==> config.mk <==
export PLATFORM = sky130hd
export DESIGN_NAME = gpio_port_ctrl
export DESIGN_NICKNAME = d
export VERILOG_FILES = /design/src/rtl/gpio_port_pkg.sv /design/src/rtl/gpio_in_sync.sv /design/src/rtl/gpio_port_regs.sv /design/src/rtl/gpio_pin_drive.sv /design/src/rtl/gpio_port_ctrl.sv
export SDC_FILE = /design/constraint.sdc
export NUM_CORES = 1
export LEC_CHECK = 0
export BUFFER_PORTS_ARGS = -buffer_cell sky130_fd_sc_hd__buf_2
export CAP_MARGIN = 25
export CORE_MARGIN = 1.5
export CORE_UTILIZATION = 35
export DETAILED_ROUTE_END_ITERATION = 8
export PLACE_DENSITY = 0.59
export SYNTH_ARGS = -nofsm -noshare
export SYNTH_HDL_FRONTEND = slang
export SYNTH_SLANG_ARGS = --single-unit
==> constraint.sdc <==
create_clock -name clk -period 1.1 [get_ports clk]
set_input_delay 0.055 -clock clk [delete_from_list [all_inputs] [get_ports clk]]
set_output_delay 0.055 -clock clk [all_outputs]
set_load 0.02 [all_outputs]
==> src/rtl/gpio_port_pkg.sv <==
package gpio_port_pkg;
   localparam int unsigned ADR_DATA = 0;
   localparam int unsigned ADR_INPUT = 1;
   localparam int unsigned ADR_DIR = 2;
   localparam int unsigned ADR_PULL = 3;
   localparam int unsigned ADR_WEAK = 4;
   localparam int unsigned ADR_OPEN = 5;
   localparam int unsigned NUM_ADDR = 6;
endpackage

==> src/rtl/gpio_in_sync.sv <==
module gpio_in_sync #(
   parameter int unsigned WIDTH = 8,
   parameter int unsigned STAGES = 2
) (
   input  logic             clk,
   input  logic             rst_n,
   input  logic [WIDTH-1:0] din,
   output logic [WIDTH-1:0] dout
);
   logic [WIDTH-1:0] chain [STAGES];

   for (genvar s = 0; s < STAGES; s++) begin : g_stage
      if (s == 0) begin : g_first
         always_ff @(posedge clk or negedge rst_n)
            if (!rst_n) chain[s] <= '0;
            else        chain[s] <= din;
      end else begin : g_next
         always_ff @(posedge clk or negedge rst_n)
            if (!rst_n) chain[s] <= '0;
            else        chain[s] <= chain[s-1];
      end
   end

   assign dout = chain[STAGES-1];
endmodule

==> src/rtl/gpio_port_regs.sv <==
module gpio_port_regs
   import gpio_port_pkg::*;
#(
   parameter int unsigned WIDTH = 8,
   parameter int unsigned ADDR_W = 3
) (
   input  logic              clk,
   input  logic              rst_n,
   input  logic              sel,
   input  logic              wr,
   input  logic [ADDR_W-1:0] addr,
   input  logic [WIDTH-1:0]  wdata,
   input  logic [WIDTH-1:0]  pins_sync,
   output logic [WIDTH-1:0]  rdata,
   output logic [WIDTH-1:0]  data_q,
   output logic [WIDTH-1:0]  dir_q,
   output logic [WIDTH-1:0]  pull_q,
   output logic [WIDTH-1:0]  weak_q,
   output logic [WIDTH-1:0]  open_q
);
   logic wr_go;
   assign wr_go = sel & wr;

   always_ff @(posedge clk or negedge rst_n) begin
      if (!rst_n) begin
         data_q <= '0;
         dir_q  <= '0;
         pull_q <= '0;
         weak_q <= '0;
         open_q <= '0;
      end else if (wr_go) begin
         case (int'(addr))
            ADR_DATA: data_q <= wdata;
            ADR_DIR:  dir_q  <= wdata;
            ADR_PULL: pull_q <= wdata;
            ADR_WEAK: weak_q <= wdata;
            ADR_OPEN: open_q <= wdata;
            default: ;
         endcase
      end
   end

   always_comb begin
      rdata = '0;
      if (sel && !wr) begin
         case (int'(addr))
            ADR_DATA:  rdata = (data_q & dir_q) | (pins_sync & ~dir_q);
            ADR_INPUT: rdata = pins_sync;
            ADR_DIR:   rdata = dir_q;
            ADR_PULL:  rdata = pull_q;
            ADR_WEAK:  rdata = weak_q;
            ADR_OPEN:  rdata = open_q;
            default:   rdata = '0;
         endcase
      end
   end
endmodule

==> src/rtl/gpio_pin_drive.sv <==
module gpio_pin_drive (
   input  logic ovr_en,
   input  logic ovr_out,
   input  logic ovr_oe,
   input  logic dir,
   input  logic data,
   input  logic open_drain,
   input  logic pull_req,
   output logic out,
   output logic oe,
   output logic pull_on
);
   always_comb begin
      if (ovr_en) begin
         out = ovr_out;
         oe  = ovr_oe;
      end else if (!dir) begin
         out = 1'b0;
         oe  = 1'b0;
      end else if (open_drain) begin
         out = 1'b0;
         oe  = ~data;
      end else begin
         out = data;
         oe  = 1'b1;
      end
   end

   assign pull_on = pull_req & ~oe;
endmodule

==> src/rtl/gpio_port_ctrl.sv <==
module gpio_port_ctrl
   import gpio_port_pkg::*;
#(
   parameter int unsigned WIDTH = 8,
   parameter int unsigned ADDR_W = 3,
   parameter int unsigned SYNC_STAGES = 2
) (
   input  logic              clk,
   input  logic              rst_n,
   input  logic              bus_sel,
   input  logic              bus_wr,
   input  logic [ADDR_W-1:0] bus_addr,
   input  logic [WIDTH-1:0]  bus_wdata,
   output logic [WIDTH-1:0]  bus_rdata,
   input  logic [WIDTH-1:0]  pin_in,
   input  logic [WIDTH-1:0]  periph_en,
   input  logic [WIDTH-1:0]  periph_out,
   input  logic [WIDTH-1:0]  periph_oe,
   output logic [WIDTH-1:0]  pin_out,
   output logic [WIDTH-1:0]  pin_oe,
   output logic [WIDTH-1:0]  pull_en,
   output logic [WIDTH-1:0]  pin_weak
);
   localparam int unsigned ADDR_SPAN = 1 << ADDR_W;

   if (WIDTH < 1 || WIDTH > 64) begin : g_bad_width
      $error("gpio_port_ctrl: WIDTH must be 1..64");
   end
   if (ADDR_SPAN < NUM_ADDR) begin : g_bad_addr
      $error("gpio_port_ctrl: ADDR_W too small for register map");
   end
   if (SYNC_STAGES < 2 || SYNC_STAGES > 4) begin : g_bad_sync
      $error("gpio_port_ctrl: SYNC_STAGES must be 2..4");
   end

   logic [WIDTH-1:0] pins_sync;
   logic [WIDTH-1:0] data_q, dir_q, pull_q, weak_q, open_q;

   gpio_in_sync #(.WIDTH(WIDTH), .STAGES(SYNC_STAGES)) u_sync (
      .clk  (clk),
      .rst_n(rst_n),
      .din  (pin_in),
      .dout (pins_sync)
   );

   gpio_port_regs #(.WIDTH(WIDTH), .ADDR_W(ADDR_W)) u_regs (
      .clk      (clk),
      .rst_n    (rst_n),
      .sel      (bus_sel),
      .wr       (bus_wr),
      .addr     (bus_addr),
      .wdata    (bus_wdata),
      .pins_sync(pins_sync),
      .rdata    (bus_rdata),
      .data_q   (data_q),
      .dir_q    (dir_q),
      .pull_q   (pull_q),
      .weak_q   (weak_q),
      .open_q   (open_q)
   );

   for (genvar i = 0; i < WIDTH; i++) begin : g_pin
      gpio_pin_drive u_drv (
         .ovr_en    (periph_en[i]),
         .ovr_out   (periph_out[i]),
         .ovr_oe    (periph_oe[i]),
         .dir       (dir_q[i]),
         .data      (data_q[i]),
         .open_drain(open_q[i]),
         .pull_req  (pull_q[i]),
         .out       (pin_out[i]),
         .oe        (pin_oe[i]),
         .pull_on   (pull_en[i])
      );
   end

   assign pin_weak = weak_q;
endmodule

Yosys cells after proc, flatten, opt, wreduce, memory -nomap -nowiden
Index checks and enable logic that the tools add are counted.
- equality and inequality tests: 5
- muxes and demuxes: 50
- bitwise gates (word level): 29
- reduce and logical (&&, ||, !) cells: 8
- operator list (operator ; count):
    $mux 1 ; 48
    $pmux 8 s6 ; 1
    $and 8x8->8 ; 2
    $not 1->1 ; 16
    $reduce_and 2->1 ; 5
    $and 1x1->1 ; 9
    $mux 8 ; 1
    $not 8->8 ; 1
    $or 8x8->8 ; 1
    $eq 3x2->1 const B ; 2
    $eq 3x3->1 const B ; 2
    $eq 3x1->1 const B ; 1
    $logic_not 3->1 ; 1
    $logic_and 1x1->1 ; 1
    $logic_not 1->1 ; 1
- flip-flop bits (word level): 56
- input bits: 47
- output and inout port bits: 40
- logic and storage cells: 99

Depth between registers and ports, before layout
Gate-level depths: netlist of run 1.
- depth in word-level cells: 6
- mapped depth: 6
- gate-level depth less buffers: 4

Modules after synthesis
A second synthesis of run 1 with hierarchy kept.
- cell total of the unflattened synthesis: 237
- area total of the unflattened synthesis: 2950.3 um^2
- by module, submodules not included (module ; instances ; cells each ; area an instance (um^2)):
    gpio_port_regs ; 1 ; 157 ; 2049.5
    gpio_in_sync ; 1 ; 24 ; 460.4
    gpio_pin_drive ; 8 ; 7 ; 55.1

Worst setup path before layout of run 1
No wires, ideal clock.
- path kind: reg-to-output
- from: register u_sync.chain, in the netlist u_sync.dout[0]
- to: output port bus_rdata[0]
- arrival time: 1.237 ns
- required time: 1.045 ns
- path slack: -0.192 ns
- stages on the path, launching flop included: 5
- buffers on the path: 0
- cell sequence: dfrtp_1 nor2b_1 a21oi_1 a2111o_1 a21oi_1
- word-level cells in the longest chain between the ends: 4
- RTL lines (what ; line ; text):
    start: declaration ; gpio_in_sync.sv:10 ; logic [WIDTH-1:0] chain [STAGES];
    start signal: indexed assignment ; gpio_in_sync.sv:20 ; else chain[s] <= chain[s-1];
    $and 8x8->8 ; gpio_port_regs.sv:47 ; ADR_DATA: rdata = (data_q & dir_q) | (pins_sync & ~dir_q);
    $or 8x8->8 ; gpio_port_regs.sv:47 ;
    $pmux 8 s6 * ; gpio_port_regs.sv:46 ; case (int'(addr))
    $mux 8 * ; gpio_port_regs.sv:45 ; if (sel && !wr) begin
    end: declaration ; gpio_port_ctrl.sv:14 ; output logic [WIDTH-1:0] bus_rdata,
Mark *: on every way between the ends. The rest lies on a longest branch, timed or not.

Worst setup path in the final report of run 1
- from: register u_regs.dir_q[3]
- to: output port bus_rdata[3]
- word-level cells in the longest chain between the ends: 5
- elaborated cells on any way between the ends: 6
- those cells by class: 2 x mux; 4 x bitwise
- RTL lines (what ; line ; text):
    start: declaration ; gpio_port_regs.sv:16 ; output logic [WIDTH-1:0] dir_q,
    start signal: assignment ; gpio_port_regs.sv:34 ; ADR_DIR: dir_q <= wdata;
    $not 8->8 ; gpio_port_regs.sv:47 ;
    $and 8x8->8 ; gpio_port_regs.sv:47 ;
    $or 8x8->8 ; gpio_port_regs.sv:47 ;
    $pmux 8 s6 * ; gpio_port_regs.sv:46 ;
    $mux 8 * ; gpio_port_regs.sv:45 ;
Marks and branches as above.

==> metrics.md, run 1 <==
| Metric | Value |
|---|---|
| Status | `finished with violations` |
| Failing checks | `setup timing` |
| Layout fillers | `762` |
| Worst hold start | `bus_wdata[1]` |
| Area grow syn2layout | `47.0%` |
| Finished Layout Cells | `507` |
| Yosys warns | `0` |
| Startpoint class of the critical path | `flip-flop` |
| Die Wd | `95.4 um` |
| GP Congestion | `0.836` |
| Fraction of layout cells with a size suffix above 1 | `59.0%` |
| Final Max Tran Viols | `0` |
| Worst Hold Class | `input port to flip-flop` |
| Worst R2R Setup Slack | `80 ps` |
| RR Startpoint | `u_regs.dir_q[0]` |
| Dpl cell area | `3850 um^2` |
| Yosys cell types | `38` |
| Drt wl/cell | `14.9 um` |
| Kind of end point of the critical path | `primary output` |
| Cells after Synth | `277` |
| Worst Path Buf+Inv | `1` |
| IO Port Bufs | `86` |
| Critical path, cell by cell | `and2b_1 > mux2_4 > o21ai_2 > a21oi_2 > buf_6` |
| Min cycle time layout | `1590 ps` |
| DR pass1 iterations | `4` |
| Rows | `33` |
| Critical path peak fanout | `2` |
| Pwr Density | `1460 nW/um^2` |
| DP Cell Count | `485` |
| Async SR Flop Fraction | `100%` |
| Vias post-DR | `2,501` |
| Inserted Clock Buffers | `5` |
| Leakage | `0.00205 uW` |
| Mapped Area | `2990 um^2` |
| Core Area | `8260 um^2` |
| Final #Nets | `448` |
| #FFs+latches synth | `56` |
| Mapped Nets | `324` |
| Reg-to-reg endpoint | `u_regs.dir_q[0]` |
| CTS tree | `yes` |
| Fin Clk Skew | `1.09 ps` |
| Initial DRC Count | `110` |
| Setup TNS | `-8820 ps` |
| Most frequent cells in the layout | `buf_2 (57), dfrtp_1 (56), buf_4 (51), mux2_2 (33), buf_6 (29)` |
| Final Hold Fails | `0` |
| Register area share after synthesis | `46.9%` |
| Post-synth EDFFs | `0` |
| Crit share post-route | `144%` |
| Design Power | `6400 uW` |
| Synth top area share | `46.9%` |
| Commonest non-fill, non-tap cell in the layout | `buf_2` |
| Multi-input gate area | `1570 um^2` |
| Inserted Diodes | `0` |
| Maximum clock rate | `630 MHz` |
| Post-DR vias/cell | `4.93` |
| # DRC | `0` |
| # Max-Cap Violations | `0` |
| Hold EP | `u_regs.open_q[1]` |
| Vias in the first global route | `2,390` |
| Commonest register cell after synthesis | `dfrtp_1` |
| First-pass GRT wire length | `11,800 um` |
| Hold_ws | `39.8 ps` |
| Hold path cells | `2` |
| Crit Path Category | `flip-flop to primary output` |
| Largest net degree at the start of global routing | `57` |
| HPWL after detailed placement | `5430 um` |
| CTS Buffer Depth | `2` |
| CP Data Arrival Time | `1530 ps` |
| Final WL | `7550 um` |
| Final setup fails | `32` |
| Area leader, netlist | `dfrtp_1` |
| Root buffer cell | `clkbuf_8` |
| GR Util All Layers | `17.0%` |
| Clock Latency Late Sink | `300 ps` |
| Max incr delay on CP | `400 ps` |
| Top cells by area, synth | `dfrtp_1 (47%), mux2_2 (17%), buf_4 (6.8%), nand2_1 (5.0%), mux2i_1 (2.3%)` |
| Die height | `95.4 um` |
| Clock transition at path regs | `100 ps` |
| Grt total ovfl | `0` |
| Max_slew headroom | `77.3%` |
| Critical Path Stages | `5` |
| Cells on worst reg2reg path | `3` |
| Worst slew pin tran | `336 ps` |
| Starting Density | `36.2%` |
| # IOs | `87` |
| # clock sinks | `56` |
| Initial antenna violation count | `0` |
| Sequential cell area | `1400 um^2` |
| Non-Filler Cell Area, Final | `4400 um^2` |
| Critical Path RT | `1040 ps` |
| H-tree depth | `2` |
| Final setup margin | `-488 ps` |
| RSZ-0062 raised after global routing | `true` |
| DIE AREA | `9100 um^2` |
| Top delay family on crit path | `flip-flops` |
| Antenna-violating nets left | `0` |
| Mean Syn Cell Area | `10.8 um^2` |
| Worst VDD drop | `0.706 mV` |
| Slowest cell on the critical path | `dfrtp_1` |
cells by family (layout without fill, tap and decap cells):
group / count (synthesis) / count (layout) / share of synthesized area [%]
AOI/OAI and AO/OA: 43 / 43 / 9.54
muxes: 51 / 51 / 18.9
and+or+nand+nor: 85 / 85 / 15.4
buffers and inverters: 42 / 167 / 9.21
DFF: 56 / 56 / 46.9
layer usage:
layer / global-route usage [%] / wire length [um] / vias up
li1: - / - / 1198
met1: 24.0 / 3600 / 1226
met2: 27.2 / 3530 / 71
met3: 3.27 / 359 / 6
met4: 3.68 / 63 / 0
met5: 0 / 0 / -
worst max-delay path by stage:
stage                     slack, ps               end       startpoint
after floorplan                 -80      bus_rdata[0]   u_sync.dout[0]
after global placement         -270  u_regs.data_q[4]      bus_addr[1]
after detailed placement       -290  u_regs.data_q[5]      bus_addr[1]
after CTS                      -510      bus_rdata[4]   u_sync.dout[4]
after global routing           -560      bus_rdata[2]   u_sync.dout[2]
final                          -490      bus_rdata[3]  u_regs.dir_q[3]
power breakdown:
group / leakage [uW] / internal [uW] / switching [uW] / total (uW)
combinational: 0.00133 / 1370 / 1120 / 2490
clock: 0.0000455 / 515 / 635 / 1150
sequential: 0.000677 / 2430 / 329 / 2760
total: 0.00205 / 4310 / 2090 / 6400
synthesized netlist by cell type (all sizes together) (4+ instances only):
library cell  instances
dfrtp                56
mux2                 44
nand2                40
buf                  31
nor2                 16
o21ai                13
a21oi                11
inv                   8
mux2i                 7
nor2b                 5
o31ai                 5
nor3                  4
nor4b                 4
per-stage QoR:
step | util, % | setup WS [ps]
2_1_floorplan | - | -76.0
3_5_place_dp | 46.7 | -287
4_1_cts | 51.3 | -509
6_report | 53.2 | -488
5_1_grt | 53.2 | -561
3_3_place_gp | 46.7 | -265
repair_timing:
item | CTS | global route
hold endpoints to repair | 64 | 0
hold buffers | 9 | 0
pin swaps | 10 | 14
buffers inserted | 3 | 5
resized for setup | 68 | 39
endpoints found under the setup margin | 32 | 44
layout make-up:
class / instances / area share [%]
well taps: 105 / 2.99
clock buffers: 8 / 2.05
flip-flops and latches: 56 / 31.9
inverters: 8 / 0.683
repair buffers: 151 / 26.7
multi-input cells: 179 / 35.7
flip-flops by register name, summed over array words and instances, names as in the netlist:
signal,cells
u_regs.data_q,8
u_regs.dir_q,8
u_regs.open_q,8
u_regs.pull_q,8
u_regs.weak_q,8
u_sync.chain,8
u_sync.dout,8
(Power assumes the default switching activity.)
==> inputs of run 2 (changes only) <==
- CORE_UTILIZATION: 35 -> 52
- PLACE_DENSITY: 0.59 -> 0.81
==> run 2 against run 1 <==
The flow still finishes with violations (setup timing). Worst setup slack worse by 41 ps. Register-to-register slack barely moved. Final cell count fell by 5.5%. First-iteration DRC count rose by 47%. Sequential power about the same. Fmax decreased by 2.5%. Critical path type unchanged. Largest power group unchanged. Highest routed layer unchanged.
==> metrics.md, run 2 (synthesis results as in run 1) <==
| Metric | Value |
|---|---|
| Final WL | `8530 um (+13%)` |
| Design Power | `6670 uW (+4.3%)` |
| Core Area | `5540 um^2 (-33%)` |
| Area grow syn2layout | `49.6%` |
| Vias in the first global route | `2,684 (+12%)` |
| Kind of end point of the critical path | `primary output` |
| Final Hold Fails | `0 (unchanged)` |
| Maximum clock rate | `614 MHz (-2.5%)` |
| # DRC | `0 (unchanged)` |
| Leakage | `0.00210 uW (+2.5%)` |
| Initial DRC Count | `162 (+47%)` |
| Vias post-DR | `2,657 (+6.2%)` |
| # IOs | `87 (unchanged)` |
| Worst VDD drop | `1.08 mV (+53%)` |
| Pwr Density | `1490 nW/um^2 (+2.5%)` |
| Final Max Tran Viols | `0 (unchanged)` |
| Min cycle time layout | `1630 ps (+40.5 ps)` |
| Final setup margin | `-529 ps (-40.5 ps)` |
| # clock sinks | `56 (unchanged)` |
| Grt total ovfl | `0 (unchanged)` |
| Dpl ws | `-290 ps (-2.98 ps)` |
| DP Cell Count | `452 (-6.8%)` |
| Crit share post-route | `148% (+3.7 points)` |
| Multi-input gate area | `1620 um^2 (+3.0%)` |
| Worst Hold Class | `input port to flip-flop` |
| Inserted Diodes | `0 (unchanged)` |
| # Max-Cap Violations | `0 (unchanged)` |
| Status | `finished with violations` |
| Sequential cell area | `1400 um^2 (unchanged)` |
| Starting Density | `54.0% (+18 points)` |
| Drt wl/cell | `17.8 um (+20%)` |
| DIE AREA | `6210 um^2 (-32%)` |
| Die Wd | `78.8 um (-17%)` |
| Inserted Clock Buffers | `5 (unchanged)` |
| Critical path peak fanout | `2 (unchanged)` |
| Most frequent cells in the layout | `dfrtp_1 (56), buf_2 (53), buf_4 (52), buf_6 (38), mux2_2 (33)` |
| CTS tree | `yes` |
| CP Data Arrival Time | `1570 ps (+40 ps)` |
| Crit Path Category | `flip-flop to primary output` |
| Die height | `78.8 um (-17%)` |
| Finished Layout Cells | `479 (-5.5%)` |
| Startpoint class of the critical path | `flip-flop` |
| Slowest cell on the critical path | `dfrtp_1` |
| Fraction of layout cells with a size suffix above 1 | `61.2% (+2.2 points)` |
| Final #Nets | `453 (+1.1%)` |
| Initial antenna violation count | `0 (unchanged)` |
| DR pass1 iterations | `4 (unchanged)` |
| Fin Clk Skew | `3.15 ps (+2.06 ps)` |
| Layout fillers | `329 (-57%)` |
| GR Util All Layers | `27.1% (+10 points)` |
| Commonest non-fill, non-tap cell in the layout | `dfrtp_1` |
| Root buffer cell | `clkbuf_8` |
| RSZ-0062 raised after global routing | `true` |
| First-pass GRT wire length | `12,800 um (+8.6%)` |
| Rows | `27 (-18%)` |
| Largest net degree at the start of global routing | `24 (-58%)` |
| CTS Buffer Depth | `2 (unchanged)` |
| IO Port Bufs | `86 (unchanged)` |
| Post-DR vias/cell | `5.55 (+12%)` |
| Worst slew pin tran | `448 ps (+112 ps)` |
| Critical Path RT | `1040 ps (about the same)` |
| Clock transition at path regs | `100 ps (about the same)` |
| GP Congestion | `0.846 (+1.2%)` |
| Max incr delay on CP | `390 ps (about the same)` |
| Clock Latency Late Sink | `320 ps (+20 ps)` |
| Antenna-violating nets left | `0 (unchanged)` |
| HPWL after detailed placement | `5580 um (+2.7%)` |
| H-tree depth | `2 (unchanged)` |
| Failing checks | `setup timing` |
| Max_slew headroom | `70.1% (-7.2 points)` |
| Final setup fails | `32 (unchanged)` |
| Critical path, cell by cell | `and2b_1 > mux2_4 > o21ai_2 > a21oi_2 > buf_4` |
[run 2: cell types whose count changed in the layout (fill, tap and decap cells not counted), moves of 2 or more]
| cell | delta |
|---|---|
| nor2b_2 | -2 |
| buf_2 | -4 |
| clkbuf_1 | -2 |
| o31ai_4 | +2 |
| buf_6 | +9 |
| nor2b_4 | +2 |
| nand2_1 | -3 |
| nand2_2 | +2 |
[run 2: layout make-up]
class	count	share of cell area [%]
Clock inverter	3	0.504
Timing Repair Buffer	156	27.8
Tap cell	72	2.01
Multi-Input combinational cell	179	36.2
Sequential cell	56	31.3
Inverter	8	0.672
Clock buffer	5	1.54
[run 2: what timing repair did]
action,in CTS,in global routing
buffers inserted,6,11
pin swaps,10,22
hold endpoints to repair,37,0
hold buffers,9,0
endpoints found under the setup margin,32,42
gates resized for setup,71,62
[run 2: per-layer routing]
| layer | GRT usage, % | share of wire [%] | vias to the layer above |
|---|---|---|---|
| li1 | - | - | 1206 |
| met1 | 32.5 | 41 | 1316 |
| met2 | 48.8 | 51 | 116 |
| met3 | 4.60 | 5.5 | 19 |
| met4 | 9.65 | 1.9 | 0 |
| met5 | 0 | 0 | - |
[run 2: path summary, 6_finish.rpt]
check                            startpoint                to  slack (ps)  cells past startpoint
setup / recovery            u_regs.dir_q[3]      bus_rdata[3]        -530                      5
hold / removal                 bus_wdata[4]  u_regs.pull_q[4]          20                      2
setup reg to reg           u_regs.open_q[1]  u_regs.open_q[1]          70                      3
hold reg to reg            u_sync.chain[10]    u_sync.dout[2]         360                      0
max in group asynchronous             rst_n   u_regs.dir_q[0]         400                      3
min in group asynchronous             rst_n  u_regs.pull_q[6]         190                      2
[run 2: through the flow]
step / TNS, ps / hold WS (ps) / area [um^2] / util [%]
after CTS: -9080 / 12.5 / 4200 / 75.8
after detailed placement: -9660 / 24.3 / 3800 / 68.6
final: -9630 / 15.3 / 4470 / 80.7
after floorplan: -1900 / -241 / 3140 / -
after global placement: -8080 / 17.2 / 3800 / 68.6
after global routing: -11380 / 11.0 / 4470 / 80.7
[run 2: power breakdown]
part	internal, uW	leakage, uW	switching, uW	total (uW)
registers	2430	0.000677	342	2770
logic	1490	0.00138	1260	2750
clock network	458	0.0000485	696	1150
total	4370	0.00210	2300	6670
[run 2: critical path, delay by kind of cell (launching register included)]
family	cells	cell delay, ps
AND/OR/NAND/NOR	1	190
flip-flops	1	390
buffers and inverters	1	160
multiplexers	1	310
AO/OA/AOI/OAI	2	210
